--- src/rtl/dfe_pkg.sv ---
package dfe_pkg;
  // Channel count is fixed by the two address pins.
  localparam int CH_COUNT = 4;
  localparam int CH_SEL_W = $clog2(CH_COUNT);

  typedef enum logic [CH_SEL_W-1:0] {
    CH_A = 2'd0,
    CH_B = 2'd1,
    CH_C = 2'd2,
    CH_D = 2'd3
  } ch_id_e;
endpackage

--- src/rtl/dfe_strobe.sv ---
module dfe_strobe
  import dfe_pkg::*;
(
  input  logic                clk,
  input  logic                arst_n,
  input  logic                cs_n,
  input  logic                wr_n,
  input  logic [CH_SEL_W-1:0] addr,
  output logic [CH_COUNT-1:0] wr_sel
);
  // Previous sample of the write strobe; idle high.
  logic wr_n_q;
  logic fire;

  always_ff @(posedge clk or negedge arst_n) begin
    if (!arst_n) wr_n_q <= 1'b1;
    else         wr_n_q <= wr_n;
  end

  // Rising strobe edge qualified by chip select.
  assign fire = !cs_n && !wr_n_q && wr_n;

  for (genvar g = 0; g < CH_COUNT; g++) begin : g_dec
    assign wr_sel[g] = fire && (addr == CH_SEL_W'(g));
  end

  AST_SEL_ONEHOT: assert property (@(posedge clk) disable iff (!arst_n)
    $onehot0(wr_sel));
  AST_NO_WR_DESELECTED: assert property (@(posedge clk) disable iff (!arst_n)
    cs_n |-> (wr_sel == '0));
endmodule

--- src/rtl/dfe_channel.sv ---
module dfe_channel #(
  parameter int DATA_W = 10
) (
  input  logic              clk,
  input  logic              arst_n,
  input  logic              wr_en,
  input  logic              load_n,
  input  logic [DATA_W-1:0] din,
  output logic [DATA_W-1:0] dac_q
);
  logic [DATA_W-1:0] stage_q;

  // Staging rank.
  always_ff @(posedge clk or negedge arst_n) begin
    if (!arst_n)    stage_q <= '0;
    else if (wr_en) stage_q <= din;
  end

  // Output rank: a load copies the staging value, or the incoming word
  // when a write lands on the same edge.
  always_ff @(posedge clk or negedge arst_n) begin
    if (!arst_n)      dac_q <= '0;
    else if (!load_n) dac_q <= wr_en ? din : stage_q;
  end

  AST_WR_CAPTURE: assert property (@(posedge clk) disable iff (!arst_n)
    wr_en |=> (stage_q == $past(din)));
  AST_HOLD_NO_LOAD: assert property (@(posedge clk) disable iff (!arst_n)
    load_n |=> $stable(dac_q));
  AST_LOAD_COPY: assert property (@(posedge clk) disable iff (!arst_n)
    (!load_n && !wr_en) |=> (dac_q == $past(stage_q)));
  AST_LOAD_THROUGH: assert property (@(posedge clk) disable iff (!arst_n)
    (!load_n && wr_en) |=> (dac_q == $past(din)));
endmodule

--- src/rtl/quad_dac_front.sv ---
module quad_dac_front
  import dfe_pkg::*;
#(
  parameter int DATA_W = 10
) (
  input  logic                       clk,
  input  logic                       rst_n,
  input  logic                       clr_n,
  input  logic                       cs_n,
  input  logic                       wr_n,
  input  logic [CH_SEL_W-1:0]        addr,
  input  logic [DATA_W-1:0]          din,
  input  logic                       load_n,
  input  logic                       pd_n,
  input  logic                       gain,
  output logic [CH_COUNT*DATA_W-1:0] dac_data,
  output logic                       powerdown,
  output logic                       range_x2
);
  localparam int BUS_W = CH_COUNT * DATA_W;

  // Clear and power-on reset share one asynchronous path.
  logic                arst_n;
  logic [CH_COUNT-1:0] wr_sel;

  assign arst_n = rst_n & clr_n;

  dfe_strobe u_strobe (
    .clk    (clk),
    .arst_n (arst_n),
    .cs_n   (cs_n),
    .wr_n   (wr_n),
    .addr   (addr),
    .wr_sel (wr_sel)
  );

  for (genvar g = 0; g < CH_COUNT; g++) begin : g_ch
    dfe_channel #(.DATA_W(DATA_W)) u_ch (
      .clk    (clk),
      .arst_n (arst_n),
      .wr_en  (wr_sel[g]),
      .load_n (load_n),
      .din    (din),
      .dac_q  (dac_data[g*DATA_W +: DATA_W])
    );
  end

  // Analog-side settings pass straight through.
  assign powerdown = ~pd_n;
  assign range_x2  = gain;

  AST_CLR_ZERO: assert property (@(posedge clk) disable iff (!rst_n)
    !clr_n |-> (dac_data == BUS_W'(0)));
  AST_PD_KEEPS: assert property (@(posedge clk) disable iff (!arst_n)
    (load_n && $changed(pd_n)) |-> $stable(dac_data));
endmodule

--- config.mk ---
export PLATFORM = sky130hd
export DESIGN_NAME = quad_dac_front
export DESIGN_NICKNAME = d
export VERILOG_FILES = /design/src/rtl/dfe_pkg.sv /design/src/rtl/dfe_strobe.sv /design/src/rtl/dfe_channel.sv /design/src/rtl/quad_dac_front.sv
export SDC_FILE = /design/constraint.sdc
export NUM_CORES = 1
export LEC_CHECK = 0
export BUFFER_PORTS_ARGS = -buffer_cell sky130_fd_sc_hd__buf_2
export CORE_UTILIZATION = 59
export DETAILED_ROUTE_END_ITERATION = 8
export PLACE_DENSITY = 0.87
export SKIP_CTS_REPAIR_TIMING = 1
export SLEW_MARGIN = 20
export SYNTH_ARGS = -nofsm -noshare
export SYNTH_HDL_FRONTEND = slang
export SYNTH_SLANG_ARGS = --single-unit
--- constraint.sdc ---
create_clock -name clk -period 4.4 [get_ports clk]
set_input_delay 0.22 -clock clk [delete_from_list [all_inputs] [get_ports clk]]
set_output_delay 0.22 -clock clk [all_outputs]
set_load 0.03 [all_outputs]
==> flow_summary.yaml <==
hold_path:
  hp-class: "in2reg"
  worstHoldPathCells: 1
grt:
  grt_usage_pct: 27.81
  grt_pass1_wl_um: 12880
  grt_max_degree: 82
  grt_overflow_total: 0
  grt_antenna_before_repair: 0
  grt_pass1_vias: 2594
timing:
  period_share_pct: 47.54
  rsz0062_at_grt: "false"
  tightest_slew_ps: 1127
  hold_viol: 0
  setup_violations: 0
  fmax_ghz: 0.4780
  maxSlewViolCount: 0
  slew_headroom_pct: 24.88
  fin_tns_setup_ps: 0
  min_period_ps: 2092
  finClkSkew_ps: 5.700
synth:
  synth_fp_nets: 378
  ys_seq_area_share_pct: 59.03
  yosysWarnings: 0
  yosysTopAreaCell: "dfrtp_1"
  synth_area_um2: 3436
  ys_ff_latch: 81
  synthCells: 358
  yosys-top-cells-area: "dfrtp_1 58%, nor2b_1 9.1%, a21oi_1 8.7%"
  avgSynthCellArea_um2: 9.597
  synth.top_cell.area_share_pct: 58.27
  synth_cell_type_count: 18
final_layout:
  layoutNonFillerInstCount: 480
  area_growth_pct: 16.35
  stdcell_area_um2: 3998
  n_fill_cell: 411
  nets: 423
  drive_gt1_share_pct: 20.10
  n_antenna_cell: 0
floorplan:
  ios: 62
  die_w_um: 78.31
  fp.dieH_um: 78.31
  row_count: 27
  core_um2: 5574
  initial_core_util_pct: 61.64
  fp.dieArea_um2: 6132
worst_setup_path:
  crit_type: "reg2reg"
  reg2reg_depth: 3
  crit_arrival_ps: 2280
  worst_ep_required_time_ps: 4590
  worstSetupEndpointType: "register"
  path_max_fanout: 30
  cp-start-kind: "register"
drt:
  drc: 0
  num_vias: 2870
  first_iter_violations: 407
  firstDrtPassIters: 5
  vias_per_cell: 5.979
  drt_wl_total_um: 8053
  post_drt_wl_per_cell_um: 16.78
  postRouteAntennaNets: 0
placement:
  port_buffers: 59
  dp_hpwl_um: 4687
  dp.cells: 460
  post_dp_cell_area_um2: 3712
  place_congestion: 0.7775
clocking:
  h-tree-depth: 3
  cts_tree: "yes"
  cts_root_buffer: "clkbuf_8"
  clk_pin_slew_ps: 80
  clock_path_buffers: 2
  cts.sink_count: 81
  clk_latency_ps: 350
  cts_buffers: 9
job:
  cap_viol_max_count: 0
power_and_ir_drop:
  power_density_nw_per_um2: 479.8
  leakage_uw: 0.001865
  ir_worst_vdd_v: 0.0002464
run_status:
  status: "finished, final reports clean"
[registers in the layout, summed over array words and instances (netlist names)]
name and count:
g_ch.u_ch.dac_q 40, g_ch.u_ch.stage_q 40, u_strobe.wr_n_q 1
[final cells by class]
class / count / area, µm² / share of cell area, %
repair buffers: 64 / 372.9 / 9.327
inverters: 2 / 7.507 / 0.1878
flip-flops and latches: 81 / 2028 / 50.74
multi-input cells: 245 / 1289 / 32.24
clock inverters: 6 / 82.58 / 2.066
clock buffers: 10 / 127.6 / 3.192
well taps: 72 / 90.09 / 2.254
[per-stage QoR]
step           power [µW]  worst slack [ps]  utilization [%]  hold slack, ps
2_1_floorplan        1212              1660                -           224.5
3_3_place_gp         1317              2185            66.60           368.3
3_5_place_dp         1334              2157            66.60           376.4
4_1_cts              1915              2162            70.37          -3.959
5_1_grt              2004              2269            71.72           8.054
6_report             1918              2308            71.72           17.86
[power breakdown]
part	total [µW]	switching, µW	internal (µW)
Clock	585	268	317
Sequential	922	50.0	872
Combinational	411	286	125
Total	1920	604	1310
[final timing paths]
check / startpoint / end / slack (ps)
hold / removal: wr_n / u_strobe.wr_n_q$_DFF_PN1_ / 20
setup reg to reg: u_strobe.wr_n_q$_DFF_PN1_ / g_ch[2].u_ch.stage_q[8]$_DFF_PN0_ / 2310
max in group asynchronous: rst_n / u_strobe.wr_n_q$_DFF_PN1_ / 3570
setup / recovery: u_strobe.wr_n_q$_DFF_PN1_ / g_ch[2].u_ch.stage_q[8]$_DFF_PN0_ / 2310
min in group asynchronous: clr_n / g_ch[3].u_ch.dac_q[1]$_DFFE_PN0N_ / 490
hold reg to reg: g_ch[0].u_ch.stage_q[6]$_DFF_PN0_ / g_ch[0].u_ch.stage_q[6]$_DFF_PN0_ / 490
[worst max-delay path, cell delays in order, from the launching register on]
cell and delay (ps):
dfstp_2 390, or4b_1 1000, o21ai_1 400, o21ai_1 120
[placed cells by master (no fill, tap or decap), types with 2 or more instances in the layout]
cell type and count:
dfrtp_1 80, a21oi_1 60, buf_2 58, nand2_1 50, nor2b_1 50, o21ai_0 30, o21ai_1 30, a31oi_1 20
clkbuf_8 9, clkinv_2 3, inv_1 2, bufinv_16 2, dlygate4sd3_1 2, buf_4 2
[cell families (layout without fill, tap and decap cells)]
kind of cell           count (synthesis)  in the layout  synth area share, %
buffers and inverters                 32             82                3.860
flip-flops                            81             81                59.03
AO/OA/AOI/OAI                        140            140                21.12
AND/OR/NAND/NOR                      105            105                15.99
[cell usage after synthesis]
master      n
dfrtp_1    80
buf_1       3
buf_4       1
clkbuf_1   19
dfstp_2     1
o21ai_0    30
nor4b_1     1
nand2_1    50
inv_1       2
or4b_1      1
a31oi_1    20
and2_1      1
nor2b_1    50
buf_2       7
a21oi_1    60
nand4bb_1   1
o21ai_1    30
and4bb_2    1
[per-layer routing]
metal  share of wire, %  wire length (µm)  GRT usage, %
met4                2.3               189         14.63
met3                6.6               533         4.419
met5                  0                 0             0
met1                 43              3431         39.86
met2                 48              3897         41.14
No activity file was read; power rests on OpenSTA's default activity.
